## config.mk

```make
export PLATFORM = sky130hd
export DESIGN_NAME = fps_seq
export DESIGN_NICKNAME = d
export VERILOG_FILES = /design/src/rtl/fps_pkg.sv /design/src/rtl/fps_sq_pick.sv /design/src/rtl/fps_thread.sv /design/src/rtl/fps_seq.sv
export SDC_FILE = /design/constraint.sdc
export NUM_CORES = 2
export LEC_CHECK = 0
export BUFFER_PORTS_ARGS = -buffer_cell sky130_fd_sc_hd__buf_2
export CORE_AREA = 4 4 300 302
export DETAILED_ROUTE_END_ITERATION = 8
export DIE_AREA = 0 0 304 306
export SYNTH_ARGS = -nofsm -noshare
export SYNTH_HDL_FRONTEND = slang
export SYNTH_SLANG_ARGS = --single-unit
```

## constraint.sdc

```tcl
create_clock -name clk -period 6.81 [get_ports clk]
set_input_delay 1.0215 -clock clk [delete_from_list [all_inputs] [get_ports clk]]
set_output_delay 1.0215 -clock clk [all_outputs]
set_load 0.05 [all_outputs]
```

## src/rtl/fps_pkg.sv

```systemverilog
// Package: shared decode of a prediction update into the action it triggers.
// Assumes the update flags are meaningful only when the control flag is set.
package fps_pkg;

    typedef enum logic [2:0] {
        UPD_NONE,       // no change to fetch state
        UPD_RET_BLOCK,  // return with unknown address: stop fetch
        UPD_COND_SKIP,  // conditional not-taken: flush after the branch
        UPD_NT_SLOT,    // not-taken with delay slot: arm fall-through
        UPD_TAKEN       // taken: arm target and flush after the slot
    } upd_kind_e;

    // Map the update flags onto one action, return check first.
    function automatic upd_kind_e classify(input logic ctrl, input logic ret,
                                           input logic taken, input logic cond);
        if (!ctrl)               return UPD_NONE;
        else if (ret && !taken)  return UPD_RET_BLOCK;
        else if (taken)          return UPD_TAKEN;
        else if (cond)           return UPD_COND_SKIP;
        else                     return UPD_NT_SLOT;
    endfunction

endpackage

```

## src/rtl/fps_sq_pick.sv

```systemverilog
// Squash picker: for each thread, selects the oldest (smallest sequence)
// squash among all ports this cycle; a tie goes to the lower port.
// Assumes port fields are packed contiguously, port 0 in the low bits.
module fps_sq_pick #(
    parameter int NT     = 4,
    parameter int NSQ    = 2,
    parameter int SEQ_W  = 32,
    parameter int ADDR_W = 32,
    localparam int TID_W = $clog2(NT)
) (
    input  logic [NSQ-1:0]        sq_valid_i,
    input  logic [NSQ*TID_W-1:0]  sq_tid_i,
    input  logic [NSQ*SEQ_W-1:0]  sq_seq_i,
    input  logic [NSQ*ADDR_W-1:0] sq_tgt_i,
    output logic [NT-1:0]         hit_o,
    output logic [NT*SEQ_W-1:0]   seq_o,
    output logic [NT*ADDR_W-1:0]  tgt_o
);
    for (genvar t = 0; t < NT; t++) begin : g_thr
        // Scan the ports in order, keeping a strictly older candidate only.
        always_comb begin
            hit_o[t]                    = 1'b0;
            seq_o[t*SEQ_W +: SEQ_W]     = '0;
            tgt_o[t*ADDR_W +: ADDR_W]   = '0;
            for (int p = 0; p < NSQ; p++) begin
                if (sq_valid_i[p] && sq_tid_i[p*TID_W +: TID_W] == TID_W'(t) &&
                    (!hit_o[t] || sq_seq_i[p*SEQ_W +: SEQ_W] < seq_o[t*SEQ_W +: SEQ_W])) begin
                    hit_o[t]                  = 1'b1;
                    seq_o[t*SEQ_W +: SEQ_W]   = sq_seq_i[p*SEQ_W +: SEQ_W];
                    tgt_o[t*ADDR_W +: ADDR_W] = sq_tgt_i[p*ADDR_W +: ADDR_W];
                end
            end
        end
    end
endmodule

```

## src/rtl/fps_thread.sv

```systemverilog
// Per-thread fetch state: PC, sequence counter, delay-slot tracker and
// block state. Command priority: deactivate, activate, squash, then
// assign and update together. Assumes fire inputs are already qualified.
module fps_thread
    import fps_pkg::*;
#(
    parameter int ADDR_W     = 32,
    parameter int SEQ_W      = 32,
    parameter int STAGE_W    = 3,
    parameter int CNT_W      = 2,
    parameter int INSN_BYTES = 4
) (
    input  logic               clk,
    input  logic               rst_n,
    input  logic               act_i,
    input  logic [ADDR_W-1:0]  act_pc_i,
    input  logic               deact_i,
    input  logic               asg_i,
    input  logic               upd_i,
    input  upd_kind_e          upd_kind_i,
    input  logic [ADDR_W-1:0]  upd_pc_i,
    input  logic [ADDR_W-1:0]  upd_tgt_i,
    input  logic [STAGE_W-1:0] upd_stage_i,
    input  logic               sq_i,
    input  logic [SEQ_W-1:0]   sq_seq_i,
    input  logic [ADDR_W-1:0]  sq_tgt_i,
    output logic [ADDR_W-1:0]  pc_o,
    output logic [SEQ_W-1:0]   seq_o,
    output logic               valid_o,
    output logic [STAGE_W-1:0] stage_o,
    output logic               unblk_o
);
    localparam logic [ADDR_W-1:0] STEP = ADDR_W'(INSN_BYTES);

    logic [ADDR_W-1:0]  pc_q, tgt_q;
    logic [SEQ_W-1:0]   seq_q;
    logic [CNT_W-1:0]   cnt_q, cnt_mid;
    logic               rdy_q, valid_q, redirect;
    logic [STAGE_W-1:0] stage_q;

    // Redirect to the armed target once no delay slot is outstanding.
    assign redirect = rdy_q && (cnt_q == '0);
    assign pc_o     = redirect ? tgt_q : pc_q;
    assign seq_o    = seq_q;
    assign valid_o  = valid_q;
    assign stage_o  = stage_q;
    assign unblk_o  = sq_i && !deact_i && !act_i && !valid_q;

    // Pending count after this cycle's assign, before any update adds to it.
    always_comb cnt_mid = (asg_i && cnt_q != '0) ? cnt_q - 1'b1 : cnt_q;

    // State update in command priority order.
    always_ff @(posedge clk) begin
        if (!rst_n) begin
            pc_q    <= '0;
            tgt_q   <= '0;
            seq_q   <= '0;
            cnt_q   <= '0;
            rdy_q   <= 1'b0;
            valid_q <= 1'b0;
            stage_q <= '0;
        end else if (deact_i) begin
            valid_q <= 1'b0;
            cnt_q   <= '0;
            rdy_q   <= 1'b0;
            stage_q <= '0;
        end else if (act_i) begin
            valid_q <= 1'b1;
            pc_q    <= act_pc_i;
            cnt_q   <= '0;
            rdy_q   <= 1'b0;
        end else if (sq_i) begin
            valid_q <= 1'b1;
            rdy_q   <= 1'b0;
            if (sq_seq_i == seq_q) begin
                cnt_q <= CNT_W'(1);
                tgt_q <= sq_tgt_i;
            end else begin
                cnt_q <= '0;
                pc_q  <= sq_tgt_i;
            end
        end else begin
            if (asg_i) begin
                pc_q  <= pc_o + STEP;
                seq_q <= seq_q + 1'b1;
                cnt_q <= cnt_mid;
                if (cnt_q != '0) rdy_q <= (cnt_q == CNT_W'(1));
                else if (redirect) rdy_q <= 1'b0;
            end
            if (upd_i) begin
                case (upd_kind_i)
                    UPD_RET_BLOCK: begin
                        valid_q <= 1'b0;
                        stage_q <= upd_stage_i;
                    end
                    UPD_NT_SLOT: begin
                        cnt_q <= cnt_mid + 1'b1;
                        rdy_q <= 1'b0;
                        tgt_q <= upd_pc_i + STEP + STEP;
                    end
                    UPD_TAKEN: begin
                        cnt_q <= cnt_mid + 1'b1;
                        rdy_q <= 1'b0;
                        tgt_q <= upd_tgt_i;
                    end
                    default: ;
                endcase
            end
        end
    end
endmodule

```

## src/rtl/fps_seq.sv

```systemverilog
// Top: multithreaded fetch PC sequencer. Routes commands to per-thread
// state, qualifies assign and update against same-thread squashes and
// thread commands, and forms the squash request from an update.
// Assumes NT is a power of two greater than one.
module fps_seq
    import fps_pkg::*;
#(
    parameter int NT         = 4,
    parameter int NSQ        = 2,
    parameter int ADDR_W     = 32,
    parameter int SEQ_W      = 32,
    parameter int STAGE_W    = 3,
    parameter int CNT_W      = 2,
    parameter int INSN_BYTES = 4,
    localparam int TID_W     = $clog2(NT)
) (
    input  logic                  clk,
    input  logic                  rst_n,
    input  logic                  act_valid,
    input  logic [TID_W-1:0]      act_tid,
    input  logic [ADDR_W-1:0]     act_pc,
    input  logic                  deact_valid,
    input  logic [TID_W-1:0]      deact_tid,
    input  logic                  asg_valid,
    input  logic [TID_W-1:0]      asg_tid,
    output logic                  asg_ready,
    output logic [ADDR_W-1:0]     asg_pc,
    output logic [ADDR_W-1:0]     asg_npc,
    output logic [ADDR_W-1:0]     asg_nnpc,
    output logic [SEQ_W-1:0]      asg_seq,
    input  logic                  upd_valid,
    input  logic [TID_W-1:0]      upd_tid,
    output logic                  upd_ready,
    input  logic                  upd_ctrl,
    input  logic                  upd_ret,
    input  logic                  upd_taken,
    input  logic                  upd_cond,
    input  logic [SEQ_W-1:0]      upd_seq,
    input  logic [ADDR_W-1:0]     upd_pc,
    input  logic [ADDR_W-1:0]     upd_target,
    input  logic [STAGE_W-1:0]    upd_stage,
    output logic                  sqo_valid,
    output logic [TID_W-1:0]      sqo_tid,
    output logic [SEQ_W-1:0]      sqo_seq,
    output logic [ADDR_W-1:0]     sqo_target,
    input  logic [NSQ-1:0]        sq_valid,
    input  logic [NSQ*TID_W-1:0]  sq_tid,
    input  logic [NSQ*SEQ_W-1:0]  sq_seq,
    input  logic [NSQ*ADDR_W-1:0] sq_target,
    output logic [NT-1:0]         stall,
    output logic [NT*STAGE_W-1:0] blk_stage,
    output logic [NT-1:0]         unblk
);
    localparam logic [ADDR_W-1:0] STEP = ADDR_W'(INSN_BYTES);

    logic [NT-1:0]        sq_hit, thr_valid, act_sel, deact_sel, busy;
    logic [NT*SEQ_W-1:0]  sq_seq_t;
    logic [NT*ADDR_W-1:0] sq_tgt_t;
    logic [ADDR_W-1:0]    pc_t  [NT];
    logic [SEQ_W-1:0]     seq_t [NT];
    logic                 asg_fire, upd_fire;
    upd_kind_e            kind;

    fps_sq_pick #(.NT(NT), .NSQ(NSQ), .SEQ_W(SEQ_W), .ADDR_W(ADDR_W)) u_pick (
        .sq_valid_i(sq_valid), .sq_tid_i(sq_tid), .sq_seq_i(sq_seq),
        .sq_tgt_i(sq_target), .hit_o(sq_hit), .seq_o(sq_seq_t), .tgt_o(sq_tgt_t)
    );

    // Decode thread commands and mark threads that take higher-priority work.
    always_comb begin
        for (int t = 0; t < NT; t++) begin
            act_sel[t]   = act_valid   && act_tid   == TID_W'(t);
            deact_sel[t] = deact_valid && deact_tid == TID_W'(t);
            busy[t]      = act_sel[t] || deact_sel[t] || sq_hit[t];
        end
    end

    // Qualify the request ports against the addressed thread.
    assign asg_ready = thr_valid[asg_tid] && !busy[asg_tid];
    assign upd_ready = !busy[upd_tid];
    assign asg_fire  = asg_valid && asg_ready;
    assign upd_fire  = upd_valid && upd_ready;
    assign kind      = classify(upd_ctrl, upd_ret, upd_taken, upd_cond);

    // Assign result for the requesting thread.
    assign asg_pc   = pc_t[asg_tid];
    assign asg_npc  = pc_t[asg_tid] + STEP;
    assign asg_nnpc = pc_t[asg_tid] + STEP + STEP;
    assign asg_seq  = seq_t[asg_tid];

    // Flush request: after the delay slot for taken, after the branch otherwise.
    assign sqo_valid  = upd_fire && (kind == UPD_TAKEN || kind == UPD_COND_SKIP);
    assign sqo_tid    = upd_tid;
    assign sqo_seq    = (kind == UPD_TAKEN) ? upd_seq + 1'b1 : upd_seq;
    assign sqo_target = upd_target;

    for (genvar t = 0; t < NT; t++) begin : g_thr
        fps_thread #(
            .ADDR_W(ADDR_W), .SEQ_W(SEQ_W), .STAGE_W(STAGE_W),
            .CNT_W(CNT_W), .INSN_BYTES(INSN_BYTES)
        ) u_thr (
            .clk        (clk),
            .rst_n      (rst_n),
            .act_i      (act_sel[t]),
            .act_pc_i   (act_pc),
            .deact_i    (deact_sel[t]),
            .asg_i      (asg_fire && asg_tid == TID_W'(t)),
            .upd_i      (upd_fire && upd_tid == TID_W'(t)),
            .upd_kind_i (kind),
            .upd_pc_i   (upd_pc),
            .upd_tgt_i  (upd_target),
            .upd_stage_i(upd_stage),
            .sq_i       (sq_hit[t]),
            .sq_seq_i   (sq_seq_t[t*SEQ_W +: SEQ_W]),
            .sq_tgt_i   (sq_tgt_t[t*ADDR_W +: ADDR_W]),
            .pc_o       (pc_t[t]),
            .seq_o      (seq_t[t]),
            .valid_o    (thr_valid[t]),
            .stage_o    (blk_stage[t*STAGE_W +: STAGE_W]),
            .unblk_o    (unblk[t])
        );
        assign stall[t] = !thr_valid[t];
    end
endmodule

```

==> summary.txt <==
Run status
  • Outcome: complete, no violations

Flow run
  • Max-cap violation count: 0

Cells and area
  • Final Non-Filler Cells: roughly 6400
  • NumNets Final: ~5600
  • Area growth syn-to-layout: 15.7%
  • Filler cells: 8669
  • Layout cells sized above 1: a little under a fifth

Setup path
  • Crit path largest cell delay: 0.77 ns
  • Cells on worst reg2reg path: 15
  • Reg2reg start: g_thr[2].u_thr.cnt_q[0]
  • Flop-to-flop setup slack: 2.19 ns
  • Crit path launch: g_thr[3].u_thr.cnt_q[0]
  • CP bufs+invs: 3
  • CP arrival: 5.70 ns
  • Critical Path Stages: 16
  • CP top delay family: simple AND/OR/NAND/NOR gates
  • Crit. End Element: output port
  • CP dominant cell by count: inv_1
  • Crit path capture: asg_nnpc[30]
  • Crit path cell chain: inv_1 > ha_1 > nand2_2 > mux2i_1 > mux4_2 > inv_1 > ha_2 > and3_4 > o21ai_1 > a32oi_1 > or4_4 > or3_1 > nor3_2 > nand4_1 > xnor2_1 > buf_2
  • CP required: 5.79 ns
  • Maximum fanout along the worst path: 9
  • CP max-delay cell: mux2i_1
  • Setup CP Type: register to output port
  • Reg-to-reg endpoint: g_thr[2].u_thr.pc_q[30]
  • Setup crit start kind: register

Hold path
  • Hold/Removal Path Class: register to register

Timing
  • Clock Skew: 0.0430 ns
  • Hold Fails Final Rpt: 0
  • Fin crit share: a little over nine tenths
  • Slew Viols, Final: 0
  • Fin crit period: 6.72 ns
  • Slew margin rel.: around 3.9%
  • Max Freq: 0.149 GHz
  • Worst-Margin Slew: 1.43 ns
  • Fin Hold WS: between 0.4 and 0.5 ns
  • Final setup viols: 0

Synth
  • Top cell type's share of synthesized area: 22.1%
  • Post-Syn Nets: 5290
  • Top cell type by total area after synthesis: dfxtp_1
  • EDFF count, synth: 0
  • Yosys warns: 0
  • Synth Register Bits: 412
  • Sequential share of the synthesized area: 22.1%
  • Top post-synthesis cells by area: dfxtp_1, mux2i_1, nand2_1
  • Fraction of registers with async set/reset: 0%
  • Cell count after synthesis: between 4000 and 5000
  • Main flop type after synthesis: dfxtp_1
  • Mapped Area: 37300 µm²
  • Distinct cells, synth: 102
  • Syn_area_per_cell: 7.68 µm²

Clock tree
  • Sink Count: 412
  • Worst-Skew Late Latency: 0.64 ns
  • CTS tree: yes
  • H-tree level count: 2
  • CTS clk-pin slew, worst paths: 0.06 ns
  • Root buffer cell: clkbuf_16
  • CTS Buf Count: 50
  • CTS Hold Bufs: 0
  • Clock Path Buffers: 3

Floorplanning
  • Die Wd: just over 300 µm
  • # IOs: 500
  • # rows: between 100 and 150
  • Initial Utilization: 42.6%
  • CORE AREA: 87700 µm²
  • Vert. Die Dim: between 300 and 400 µm
  • Die area: 93000 µm²

Placement
  • HPWL Detailed: 155000 µm
  • Placed insts: 6308
  • Final GP Congestion: about 1.1
  • Port bufs: 499

Drt
  • Post-detailed-route count of antenna-violating nets: 0
  • Post-route DRC violation count: 0
  • Routed wire per std cell: 31.1 µm
  • Drt total wl: 200000 µm
  • Drt first pass iters: 9
  • First DRT Iteration DRCs: 6764
  • Via count: ~43000
  • Via density: 6.72

GRT
  • First-pass GRT wire length: 279000 µm
  • Vias in the first global route: 38368
  • Global route overflow: 0
  • Largest net degree at the start of global routing: 115
  • Overall Global Routing Usage: 40.4%
  • Initial antenna violation count: 33

Power and ir drop
  • LEAKAGE: 16.6 nW
  • Peak VDD IR: 0.190 mV
  • Pwr/cell area: 180 nW/µm²
==> power by group <==
part           internal (W)  total (W)  switching (W)
logic              0.000650    0.00225        0.00160
clock network       0.00174    0.00295        0.00121
registers           0.00250    0.00256      0.0000624
==> worst reg2reg max path, stage by stage, from the launching register on <==
cell	delay (ns)
dfxtp_1	0.31
inv_1	0.11
ha_1	0.30
and2_4	0.26
buf_12	0.15
buf_4	0.32
mux2i_1	0.27
nand2b_1	0.20
or4b_1	0.51
or2_2	0.34
nor3_1	0.41
nor4b_1	0.60
a21oi_1	0.13
o21ai_1	0.16
a31oi_1	0.11
a221o_1	0.36
==> repair_timing <==
item	in CTS	in global routing
pin swaps	0	4
endpoints found under the hold margin	0	0
buffers inserted	0	10
endpoints found under the setup margin	8	10
resized for setup	5	10
==> registers in the layout (all words and copies together) (netlist names) <==
| name | flops |
|---|---|
| g_thr.u_thr.cnt_q | 8 |
| g_thr.u_thr.pc_q | 128 |
| g_thr.u_thr.rdy_q | 4 |
| g_thr.u_thr.seq_o | 128 |
| g_thr.u_thr.stage_o | 12 |
| g_thr.u_thr.tgt_q | 128 |
| g_thr.u_thr.valid_o | 4 |
==> stage by stage <==
stage	setup WS [ns]	cell area [µm²]	power, W	util, %	setup TNS (ns)
after detailed placement	0.102	41200	0.00474	47.0	0
final	0.0889	43200	0.00776	49.2	0
after global routing	-0.0502	43200	0.00793	49.2	-0.177
after global placement	0.105	41200	0.00474	47.0	0
after floorplan	0.0411	37400	0.00389	-	0
after CTS	0.0364	43000	0.00765	49.0	0
==> layout by cell type (no fill, tap or decap), types with 37 or more instances in the layout <==
| master | netlist | final |
|---|---|---|
| a211oi_1 | 137 | 137 |
| a21o_1 | 42 | 41 |
| a21oi_1 | 206 | 202 |
| a22oi_1 | 164 | 164 |
| and3_1 | 104 | 104 |
| buf_2 | 47 | 496 |
| buf_4 | 51 | 166 |
| clkbuf_16 | 0 | 50 |
| dfxtp_1 | 412 | 412 |
| ha_1 | 144 | 143 |
| inv_1 | 190 | 189 |
| mux2i_1 | 227 | 224 |
| mux4_2 | 61 | 61 |
| nand2_1 | 557 | 554 |
| nand3_1 | 211 | 210 |
| nand4_1 | 116 | 116 |
| nor2_1 | 335 | 326 |
| nor3_1 | 100 | 98 |
| nor4_1 | 42 | 41 |
| o211ai_1 | 139 | 139 |
| o21ai_0 | 252 | 250 |
| o221a_2 | 37 | 37 |
| o22ai_1 | 49 | 48 |
| or3_1 | 57 | 57 |
| xnor2_1 | 220 | 218 |
| xor2_1 | 153 | 150 |
==> final cells by class <==
class / count / area [µm²] / area share [%]
inverter: 193 / 732 / 1.70
clock inverter: 21 / 340 / 0.788
multi-input combinational: 3870 / 26900 / 62.3
timing repair buffer: 678 / 4030 / 9.33
tap: 1165 / 1460 / 3.38
sequential: 412 / 8250 / 19.1
antenna: 16 / 40.0 / 0.0927
clock buffer: 71 / 1430 / 3.31
==> cells by family (layout without fill, tap and decap cells) <==
logic type      Yosys count  after routing  synth area share (%)
mux                     318            318                  10.7
simple gates           1745           1745                  23.3
flops                   412            412                  22.1
xor+xnor                373            373                  8.75
compound gates         1290           1290                  23.7
buf+inv                 581            963                  6.63
other cells               0             16                     0
fa+ha+maj               144            144                  4.83
==> Yosys cell counts (20+ instances only) <==
master / n
nor2_1: 335
xnor2_1: 220
o21ai_0: 252
mux4_2: 61
and3_1: 104
nor4_1: 42
o211ai_1: 139
a21oi_1: 206
a22oi_1: 164
mux2i_1: 227
a31oi_1: 28
o22ai_1: 49
or3_1: 57
dfxtp_1: 412
nand3_1: 211
nor3_1: 100
a311o_1: 20
inv_1: 190
nor4b_1: 27
buf_1: 28
a211oi_1: 137
clkbuf_1: 256
a21o_1: 42
and2_1: 33
nand2_1: 557
xor2_1: 153
and4_1: 22
mux2_2: 28
o221a_2: 37
buf_2: 47
buf_4: 51
ha_1: 144
nand4_1: 116
==> worst min-delay path by stage <==
stage                               endpoint  cells after the start                      from
floorplan           g_thr[1].u_thr.tgt_q[24]                      2  g_thr[1].u_thr.tgt_q[24]
global placement    g_thr[1].u_thr.tgt_q[25]                      2  g_thr[1].u_thr.tgt_q[25]
detailed placement  g_thr[1].u_thr.tgt_q[26]                      2  g_thr[1].u_thr.tgt_q[26]
CTS                 g_thr[1].u_thr.tgt_q[26]                      2  g_thr[1].u_thr.tgt_q[26]
global route        g_thr[1].u_thr.tgt_q[26]                      2  g_thr[1].u_thr.tgt_q[26]
finish              g_thr[1].u_thr.tgt_q[26]                      2  g_thr[1].u_thr.tgt_q[26]
==> routing by layer <==
metal	part of all wire, %	track usage, %	vias up
met2	38	53.0	3319
met3	17	18.7	477
met5	0.12	1.21	-
li1	-	-	18677
met4	4.0	13.8	14
met1	41	57.2	20664
Note: power is estimated with default switching activity, not from simulation.
